## src/rtl/trap_seq_pkg.sv

```systemverilog
`timescale 1ns/1ps
package trap_seq_pkg;

    localparam int TT_W     = 9;
    localparam int PS_W     = 12;
    localparam int TSTATE_W = 40;

    // trap type codes decoded by the block
    localparam logic [TT_W-1:0] TT_INST_FAULT = 9'h008;
    localparam logic [TT_W-1:0] TT_CLEAN_WIN  = 9'h024;
    localparam logic [TT_W-1:0] TT_DATA_FAULT = 9'h030;
    localparam logic [TT_W-1:0] TT_INTR_VEC   = 9'h060;
    localparam logic [TT_W-1:0] TT_IMISS_BASE = 9'h064;
    localparam logic [TT_W-1:0] TT_DMISS_BASE = 9'h068;
    localparam logic [TT_W-1:0] TT_DPROT_BASE = 9'h06C;
    localparam logic [TT_W-1:0] TT_WIN_MASK   = 9'h1C0;
    localparam logic [TT_W-1:0] TT_SPILL_BASE = 9'h080;
    localparam logic [TT_W-1:0] TT_FILL_BASE  = 9'h0C0;

    // state word bit positions
    localparam int PS_AG   = 0;
    localparam int PS_IE   = 1;
    localparam int PS_PRIV = 2;
    localparam int PS_AM   = 3;
    localparam int PS_PEF  = 4;
    localparam int PS_RED  = 5;
    localparam int PS_MG   = 10;
    localparam int PS_IG   = 11;

    localparam logic [PS_W-1:0] PS_SAVE_MASK = 12'hF3F;
    localparam logic [PS_W-1:0] PS_KEEP_MASK = 12'h3C0;  // MM, TLE, CLE

    typedef enum logic [1:0] {
        GL_ALT  = 2'd0,
        GL_MMU  = 2'd1,
        GL_INTR = 2'd2
    } glob_sel_e;

    typedef enum logic [1:0] {
        WM_NONE  = 2'd0,
        WM_CLEAN = 2'd1,
        WM_SPILL = 2'd2,
        WM_FILL  = 2'd3
    } win_move_e;

    typedef enum logic [1:0] {
        ST_IDLE   = 2'd0,
        ST_COMMIT = 2'd1,
        ST_FAULT  = 2'd2
    } seq_state_e;

endpackage

```

## src/rtl/trap_class_dec.sv

```systemverilog
`timescale 1ns/1ps
module trap_class_dec
    import trap_seq_pkg::*;
(
    input  logic [TT_W-1:0] tt,
    output glob_sel_e       glob,
    output win_move_e       wmove
);

    localparam int N_RANGE = 3;

    logic [N_RANGE-1:0] in_range;
    logic [TT_W-1:0]    range_base [N_RANGE];

    assign range_base[0] = TT_IMISS_BASE;
    assign range_base[1] = TT_DMISS_BASE;
    assign range_base[2] = TT_DPROT_BASE;

    // each miss/protection group spans four consecutive codes
    generate
        for (genvar g = 0; g < N_RANGE; g++) begin : g_rng
            assign in_range[g] = (tt[TT_W-1:2] == range_base[g][TT_W-1:2]);
        end
    endgenerate

    always_comb begin
        if (tt == TT_INTR_VEC) begin
            glob = GL_INTR;
        end else if ((tt == TT_INST_FAULT) || (tt == TT_DATA_FAULT) || (|in_range)) begin
            glob = GL_MMU;
        end else begin
            glob = GL_ALT;
        end
    end

    always_comb begin
        if (tt == TT_CLEAN_WIN) begin
            wmove = WM_CLEAN;
        end else if ((tt & TT_WIN_MASK) == TT_SPILL_BASE) begin
            wmove = WM_SPILL;
        end else if ((tt & TT_WIN_MASK) == TT_FILL_BASE) begin
            wmove = WM_FILL;
        end else begin
            wmove = WM_NONE;
        end
    end

endmodule

```

## src/rtl/trap_cwp_calc.sv

```systemverilog
`timescale 1ns/1ps
module trap_cwp_calc
    import trap_seq_pkg::*;
#(
    parameter int NWIN  = 8,
    parameter int CWP_W = $clog2(NWIN)
) (
    input  win_move_e        wmove,
    input  logic [CWP_W-1:0] cwp,
    input  logic [CWP_W-1:0] cansave,
    output logic [CWP_W-1:0] next_cwp,
    output logic             moved
);

    localparam int EXT_W = CWP_W + 2;
    localparam logic [EXT_W-1:0] NW1 = EXT_W'(NWIN);
    localparam logic [EXT_W-1:0] NW2 = EXT_W'(2 * NWIN);

    logic [EXT_W-1:0] raw;

    // biased by whole multiples of NWIN so the sum never goes negative
    always_comb begin
        unique case (wmove)
            WM_CLEAN: raw = EXT_W'(cwp) + NW1 - EXT_W'(1);
            WM_SPILL: raw = EXT_W'(cwp) + NW2 - EXT_W'(cansave) - EXT_W'(2);
            WM_FILL:  raw = EXT_W'(cwp) + EXT_W'(1);
            default:  raw = EXT_W'(cwp);
        endcase
    end

    assign moved = (wmove != WM_NONE);

    generate
        if ((NWIN & (NWIN - 1)) == 0) begin : g_pow2
            assign next_cwp = raw[CWP_W-1:0];
        end else begin : g_mod
            logic [EXT_W-1:0] red;
            assign red      = raw % NW1;
            assign next_cwp = red[CWP_W-1:0];
        end
    endgenerate

endmodule

```

## src/rtl/trap_vec_gen.sv

```systemverilog
`timescale 1ns/1ps
module trap_vec_gen
    import trap_seq_pkg::*;
#(
    parameter int ADDR_W = 64
) (
    input  logic [ADDR_W-1:0] tba,
    input  logic [TT_W-1:0]   tt,
    input  logic              nested,
    output logic [ADDR_W-1:0] vec,
    output logic [ADDR_W-1:0] vec_next
);

    localparam int OFF_W = 15;

    assign vec      = {tba[ADDR_W-1:OFF_W], nested, tt, 5'b00000};
    assign vec_next = vec + ADDR_W'(4);

endmodule

```

## src/rtl/trap_entry_seq.sv

```systemverilog
`timescale 1ns/1ps
module trap_entry_seq
    import trap_seq_pkg::*;
#(
    parameter int MAXTL       = 5,
    parameter int NWIN        = 8,
    parameter int ADDR_W      = 64,
    parameter int TS_LVL_MASK = 7,
    localparam int TL_W       = $clog2(MAXTL + 1),
    localparam int CWP_W      = $clog2(NWIN)
) (
    input  logic                clk,
    input  logic                rst_n,
    input  logic                trap_req,
    input  logic [TT_W-1:0]     trap_type,
    input  logic [TL_W-1:0]     cur_tl,
    input  logic [PS_W-1:0]     cur_pstate,
    input  logic [7:0]          cur_ccr,
    input  logic [7:0]          cur_asi,
    input  logic [CWP_W-1:0]    cur_cwp,
    input  logic [CWP_W-1:0]    cur_cansave,
    input  logic [ADDR_W-1:0]   cur_pc,
    input  logic [ADDR_W-1:0]   cur_npc,
    input  logic [ADDR_W-1:0]   cur_tba,
    output logic                done,
    output logic                commit,
    output logic                err_state,
    output logic [TL_W-1:0]     ts_idx,
    output logic [TSTATE_W-1:0] ts_tstate,
    output logic [ADDR_W-1:0]   ts_tpc,
    output logic [ADDR_W-1:0]   ts_tnpc,
    output logic [TT_W-1:0]     ts_tt,
    output logic [TL_W-1:0]     new_tl,
    output logic [PS_W-1:0]     new_pstate,
    output logic                cwp_we,
    output logic [CWP_W-1:0]    new_cwp,
    output logic [ADDR_W-1:0]   new_pc,
    output logic [ADDR_W-1:0]   new_npc
);

    localparam logic [TL_W-1:0] TL_MAX  = TL_W'(MAXTL);
    localparam logic [TL_W-1:0] TL_LAST = TL_W'(MAXTL - 1);
    localparam logic [TL_W-1:0] LVL_MSK = TL_W'(TS_LVL_MASK);

    seq_state_e state_q, state_d;

    // ---------------- combinational next-value datapath ----------------
    glob_sel_e        glob;
    win_move_e        wmove;
    logic [CWP_W-1:0] cwp_calc;
    logic             cwp_moves;
    logic [ADDR_W-1:0] vec, vec_next;
    logic             tl_ok, near_max, nested;
    logic [TL_W-1:0]  tl_inc;
    logic [PS_W-1:0]  ps_calc;
    logic [TSTATE_W-1:0] tstate_calc;

    trap_class_dec u_cls (
        .tt    (trap_type),
        .glob  (glob),
        .wmove (wmove)
    );

    trap_cwp_calc #(.NWIN(NWIN), .CWP_W(CWP_W)) u_cwp (
        .wmove    (wmove),
        .cwp      (cur_cwp),
        .cansave  (cur_cansave),
        .next_cwp (cwp_calc),
        .moved    (cwp_moves)
    );

    assign tl_ok    = (cur_tl < TL_MAX);
    assign near_max = (cur_tl == TL_LAST);
    assign tl_inc   = cur_tl + TL_W'(1);
    assign nested   = (tl_inc > TL_W'(1));

    trap_vec_gen #(.ADDR_W(ADDR_W)) u_vec (
        .tba      (cur_tba),
        .tt       (trap_type),
        .nested   (nested),
        .vec      (vec),
        .vec_next (vec_next)
    );

    always_comb begin
        ps_calc          = cur_pstate & PS_KEEP_MASK;
        ps_calc[PS_RED]  = cur_pstate[PS_RED] | near_max;
        ps_calc[PS_PEF]  = 1'b1;
        ps_calc[PS_PRIV] = 1'b1;
        unique case (glob)
            GL_INTR: ps_calc[PS_IG] = 1'b1;
            GL_MMU:  ps_calc[PS_MG] = 1'b1;
            default: ps_calc[PS_AG] = 1'b1;
        endcase
    end

    always_comb begin
        tstate_calc              = '0;
        tstate_calc[39:32]       = cur_ccr;
        tstate_calc[31:24]       = cur_asi;
        tstate_calc[19:8]        = cur_pstate & PS_SAVE_MASK;
        tstate_calc[CWP_W-1:0]   = cur_cwp;
    end

    // ---------------- result registers ----------------
    always_ff @(posedge clk) begin
        if (!rst_n) begin
            ts_idx     <= '0;
            ts_tstate  <= '0;
            ts_tpc     <= '0;
            ts_tnpc    <= '0;
            ts_tt      <= '0;
            new_tl     <= '0;
            new_pstate <= '0;
            new_cwp    <= '0;
            new_pc     <= '0;
            new_npc    <= '0;
        end else if (trap_req) begin
            ts_idx     <= tl_inc & LVL_MSK;
            ts_tstate  <= tstate_calc;
            ts_tpc     <= cur_pc;
            ts_tnpc    <= cur_npc;
            ts_tt      <= trap_type;
            new_tl     <= tl_inc;
            new_pstate <= ps_calc;
            new_cwp    <= cwp_calc;
            new_pc     <= vec;
            new_npc    <= vec_next;
        end
    end

    logic move_q;
    always_ff @(posedge clk) begin
        if (!rst_n) begin
            move_q <= 1'b0;
        end else if (trap_req) begin
            move_q <= cwp_moves;
        end
    end

    // ---------------- state machine ----------------
    always_comb begin
        state_d = ST_IDLE;
        if (trap_req) begin
            state_d = tl_ok ? ST_COMMIT : ST_FAULT;
        end
    end

    always_ff @(posedge clk) begin
        if (!rst_n) begin
            state_q <= ST_IDLE;
        end else begin
            state_q <= state_d;
        end
    end

    always_comb begin
        done      = 1'b0;
        commit    = 1'b0;
        err_state = 1'b0;
        cwp_we    = 1'b0;
        unique case (state_q)
            ST_COMMIT: begin
                done   = 1'b1;
                commit = 1'b1;
                cwp_we = move_q;
            end
            ST_FAULT: begin
                done      = 1'b1;
                err_state = 1'b1;
            end
            default: ;
        endcase
    end

endmodule

```

## config.mk

```make
export PLATFORM = sky130hd
export DESIGN_NAME = trap_entry_seq
export DESIGN_NICKNAME = d
export VERILOG_FILES = /design/src/rtl/trap_seq_pkg.sv /design/src/rtl/trap_class_dec.sv /design/src/rtl/trap_cwp_calc.sv /design/src/rtl/trap_vec_gen.sv /design/src/rtl/trap_entry_seq.sv
export SDC_FILE = /design/constraint.sdc
export NUM_CORES = 1
export LEC_CHECK = 0
export ABC_CLOCK_PERIOD_IN_PS = 2009
export BUFFER_PORTS_ARGS = -buffer_cell sky130_fd_sc_hd__buf_2
export CAP_MARGIN = 40
export CORE_AREA = 2 2 222 224
export DETAILED_ROUTE_END_ITERATION = 16
export DIE_AREA = 0 0 224 226
export PLACE_DENSITY = 0.52
export SLEW_MARGIN = 30
export SYNTH_ARGS = -nofsm -noshare
export SYNTH_HDL_FRONTEND = slang
export SYNTH_SLANG_ARGS = --single-unit
export TNS_END_PERCENT = 100
```

## constraint.sdc

```tcl
create_clock -name clk -period 2.01 [get_ports clk]
set_input_delay 0.402 -clock clk [delete_from_list [all_inputs] [get_ports clk]]
set_output_delay 0.402 -clock clk [all_outputs]
set_load 0.02 [all_outputs]
```

Word level (Yosys, flattened, before mapping)
Index checks and enable logic that the tools add are counted.
W data, S select, Z words.
{"block": "totals", "elab_cells": 60, "output_inout_bits": 330, "inputBits": 241, "register_bits": 308}
{"block": "classes", "n_addsub": 8, "bitwise_logic": 1, "reduce_logical": 7, "order_cmp": 2, "eq_ne": 17, "muxes": 14}
{"op": "$add A64 B3 Y64 const B", "n": 1}
{"op": "$eq A7 B5 Y1 const B", "n": 3}
{"op": "$eq A9 B6 Y1 const B", "n": 2}
{"op": "$add A3 B1 Y3 const B", "n": 4}
{"op": "$mux W2", "n": 5}
{"op": "$eq A9 B4 Y1 const B", "n": 1}
{"op": "$eq A9 B7 Y1 const B", "n": 1}
{"op": "$pmux W3 S3", "n": 1}
{"op": "$eq A2 B2 Y1 const B", "n": 4}
{"op": "$mux W1", "n": 8}
{"op": "$eq A2 B1 Y1 const B", "n": 3}
{"op": "$eq A3 B2 Y1 const B", "n": 2}
{"op": "$reduce_or A2 Y1", "n": 2}
{"op": "$eq A3 B3 Y1 const B", "n": 1}
{"op": "$gt A3 B1 Y1 const B", "n": 1}
{"op": "$lt A3 B3 Y1 const B", "n": 1}
{"op": "$reduce_or A3 Y1", "n": 1}
{"op": "$sub A3 B1 Y3 const B", "n": 1}
{"op": "$sub A3 B2 Y3 const B", "n": 1}
{"op": "$sub A3 B3 Y3", "n": 1}
{"op": "$logic_or A1 B1 Y1", "n": 2}
{"op": "$reduce_and A2 Y1", "n": 1}
{"op": "$reduce_bool A2 Y1", "n": 1}
{"op": "$or A1 B1 Y1", "n": 1}

Longest topological paths before layout
{"block": "depth", "depth_word": 8, "ltp_mapped": 8, "depth_no_buf": 8}

By module
From an unflattened synthesis, not the netlist that was laid out.
{"block": "hier_totals", "hier_cells": 1204, "area_unflattened_um2": 13429.1}
{"module": "trap_entry_seq", "seq_area_each_um2": 6206.0, "area_per_inst_um2": 12145.4, "instances": 1, "cells_each": 1037}
{"module": "trap_vec_gen", "seq_area_each_um2": 0.0, "area_per_inst_um2": 968.4, "instances": 1, "cells_each": 130}
{"module": "trap_cwp_calc", "seq_area_each_um2": 0.0, "area_per_inst_um2": 207.7, "instances": 1, "cells_each": 23}
{"module": "trap_class_dec", "seq_area_each_um2": 0.0, "area_per_inst_um2": 107.6, "instances": 1, "cells_each": 14}

Least setup slack after synthesis
No wires, ideal clock.
{"block": "synth_timing", "kind": "input port to flip-flop", "start": "in cur_cwp[1]", "end": "reg new_cwp[2]", "required_time_ps": 1931, "setup_time_ps": 79, "path_buffers": 0, "stages": 8, "t_arrival_ps": 1480, "slack_ps": 450, "path_cell_list": "inv_1 ha_1 inv_1 ha_1 xor2_1 xnor2_1 a22oi_1 a211oi_2"}
{"block": "synth_between", "elab_chain_cells": 4, "word_cells_on_any_way": 7, "classes_between": "6 x add/sub; 1 x mux"}
{"element": "start, declared", "line": "trap_entry_seq.sv:20", "text": "input logic [CWP_W-1:0] cur_cwp,"}
{"element": "$add A3 B1 Y3", "line": "trap_cwp_calc.sv:24, trap_cwp_calc.sv:25"}
{"element": "$sub A3 B3 Y3", "line": "trap_cwp_calc.sv:25", "text": "WM_SPILL: raw = EXT_W'(cwp) + NW2 - EXT_W'(cansave) - EXT_W'(2);"}
{"element": "$sub A3 B2 Y3", "line": "trap_cwp_calc.sv:25"}
{"element": "$pmux W3 S3 *", "line": "trap_cwp_calc.sv:23", "text": "unique case (wmove)"}
{"element": "end signal, assigned", "line": "trap_entry_seq.sv:126", "text": "new_cwp <= cwp_calc;"}
{"element": "end, declared", "line": "trap_entry_seq.sv:36", "text": "output logic [CWP_W-1:0] new_cwp,"}
Every way passes the cells marked *; elsewhere a longest branch is shown, timed or not.
A chain may end at the register's enable or synchronous reset.

Worst setup path in the final report
{"block": "layout_timing", "start": "reg state_q[1]", "end": "out cwp_we"}
{"block": "layout_between", "elab_chain_cells": 2}
{"element": "start, declared", "line": "trap_entry_seq.sv:45", "text": "seq_state_e state_q, state_d;"}
{"element": "start signal, assigned", "line": "trap_entry_seq.sv:153", "text": "state_q <= state_d;"}
{"element": "$eq A2 B1 Y1", "line": "trap_entry_seq.sv:162", "text": "unique case (state_q)"}
{"element": "$mux W1", "line": "trap_entry_seq.sv:162"}
{"element": "end, declared", "line": "trap_entry_seq.sv:35", "text": "output logic cwp_we,"}
Every way passes these cells.

==> results.ini <==
[outcome]
run_status = complete, no violations

[floorplanning]
io_pins = 571
start_util_pct = 20.2
die_h_um = 226
die_w_um = 224
dieArea_um2 = 50600
core_region_area_um2 = 48300
rows = 81

[yosys]
synth-async-reset-ratio_pct = 0
synth_top_cell_by_area = dfxtp_1
synth_edf_count = 0
syn_area_um2 = 9780
yosysUniqueCellTypes = 41
postSynthRegisterBits = 232
synth_area_leaders = dfxtp_1 47%, mux2i_1 22%, nor2b_1 14%
ys_seq_area_share_pct = 47.5
yosysTopAreaCellShare_pct = 47.5
yosysWarnings = 0
syn_area_per_cell_um2 = 10.8
synth_most_common_cell = dfxtp_1
synthFlopType = dfxtp_1
synth_cells = 909
synth_common_cells = 232 x dfxtp_1, 220 x nor2b_1, 219 x mux2i_1

[placed_design]
gp_congestion = 0.729
place.port_buffers = 533
place_hpwl_mm = 21.8

[final_layout]
syn_to_final_growth_pct = 38.5
multi_input_area_um2 = 4200
regArea_um2 = 4640
diodes = 0
nFillCells = 5142
layout-drive-gt1-share_pct = 43.7
nNetsFinal = 1612
final_util_pct = 28.0

[pwr]
p_per_area_nw_per_um2 = 903
p_clk_share_pct = 43.0
power_frac_comb_pct = 15.7
power.share.sequential_pct = 41.3
p_switching_uw = 3230
swShare_pct = 26.4
p_leak_uw = 0.00699
internal-power_uw = 9000
worst_ir_drop_vdd_mv = 0.525

[cts]
path_clk_slew_ps = 60
post_cts_buffers = 0
cts_hold_buf = 0
htree_levels = 1
clk_latency_ps = 530
cts-root-buf = clkbuf_16
cts_tree = done
cts_sinks = 232
clk_path_buf_depth = 3
cts_resized = 0
cts_buffers = 27

[sta]
tightest_slew_ps = 758
period_minus_slack_ps = 1820
maxSlewViolCount = 0
rsz0062_at_grt = no
tns_ps = 0
fmax_mhz = 550
setup_violations = 0
period_share_pct = 90.4
relSlewSlack_pct = 49.4
hold_viol = 0
timing.hold.ws_ps = 122
clock_skew_ps = 0

[detailed_routing]
num_vias = 7591
antenna_left = 0
first_pass_iters = 4
post-route-drc-count = 0
vias_per_cell = 3.79
drtIter0Drc = 161
routed_wl_mm = 28.5
wl_per_cell_um = 14.2

[worst_setup_path]
worstPathMaxFanout = 2
cp_slowest_cell = dfxtp_1
cp-end-kind = output port
cp.required_ps = 1610
worst-setup-path-type = register to output port
critical_path_buf_inv_count = 2
cp.arrival_ps = 1420
startpoint_type = register
path_delay_family = flip-flops
path_cells = inv_1, ha_1, and2_1, buf_2
cp_slowest_stage_delay_ps = 340

[global_route]
grt_usage_pct = 10.5
grt_pass1_wl_mm = 42.0
antenna_found_initial = 0
grt_start_max_net_pins = 101
grt-ovfl-total = 0
grt_pass1_vias = 7448

[worst_hold_path]
hold_class = input port to register

[job]
cap_violations = 0

## stage by stage
step                      total power (uW)  area (um^2)  setup slack, ps  cells
final                                12200        13500              192   2002
after global routing                 12800        13500              109   2002
after CTS                            12500        13500              125   2002
after detailed placement              7100        12600              193   1954
after global placement                7080        12600              175   1954
after floorplan                       6430         9860              450    930
## sequential cells by signal, summed over array words and instances, names as in the netlist
name	cells
new_tl	3
new_pc	51
ts_tstate	27
ts_tpc	64
ts_tnpc	64
new_cwp	3
ts_tt	8
new_pstate	9
move_q	1
state_q	2
## layout by cell type, fill, tap and decap left out, types with 7 or more instances in the layout
| cell | synthesis | layout |
|---|---|---|
| buf_12 | 0 | 7 |
| buf_4 | 101 | 14 |
| ha_1 | 10 | 10 |
| nor2b_1 | 220 | 220 |
| conb_1 | 1 | 22 |
| nor2_1 | 8 | 8 |
| dfxtp_1 | 232 | 232 |
| mux2i_1 | 219 | 219 |
| inv_1 | 10 | 10 |
| clkbuf_16 | 0 | 27 |
| buf_2 | 22 | 531 |
## per-layer routing
metal	vias to the layer above	share of wire, %	track usage [%]
met4	0	2.3	3.46
li1	3782	-	-
met2	324	48	18.4
met1	3444	41	12.0
met5	-	0	0
met3	41	8.4	3.34
## area by class of cell
| class | instances | share of cell area [%] |
|---|---|---|
| sequential | 232 | 34.3 |
| multi-input combinational | 535 | 31.0 |
| timing repair buffer | 554 | 21.6 |
| tap | 622 | 5.74 |
| clock buffer | 38 | 5.73 |
| clock inverter | 10 | 1.33 |
| inverter | 11 | 0.305 |
## worst min-delay path, delay by kind of cell
kind | cells | cell delay, ps
and+or+nand+nor | 1 | 90
buffers and inverters | 1 | 70
muxes | 1 | 50
## cell families (layout without fill, tap and decap cells)
family                   after synthesis  count (layout)  share of synthesized area (%)
AND/OR/NAND/NOR                      249             249                           15.8
buffers and inverters                163             613                           10.4
XOR/XNOR                               7               7                          0.627
flip-flops                           232             232                           47.5
AO/OA/AOI/OAI                         28              28                           2.00
adder cells (fa/ha/maj)               10              10                           1.28
other                                  1              22                         0.0383
multiplexers                         219             219                           22.4
## power by group through the flow
stage	Clock (uW)	Sequential [uW]	Combinational, uW
after floorplan	0	5460	970
after global placement	0	5140	1940
after detailed placement	0	5150	1950
after CTS	5480	5060	1950
after global routing	5630	5090	2080
final	5260	5050	1920
## path summary, 6_finish.rpt
kind                            cells after the start          start  slack, ps       endpoint
worst max-delay path                                4     state_q[1]        190         cwp_we
worst min-delay path                                3    cur_npc[16]        120    ts_tnpc[16]
worst max register to register                      2     new_pc[14]       1140     new_pc[14]
worst min register to register                      2  new_pstate[0]        490  new_pstate[0]
Note: power is estimated with default switching activity, not from simulation.
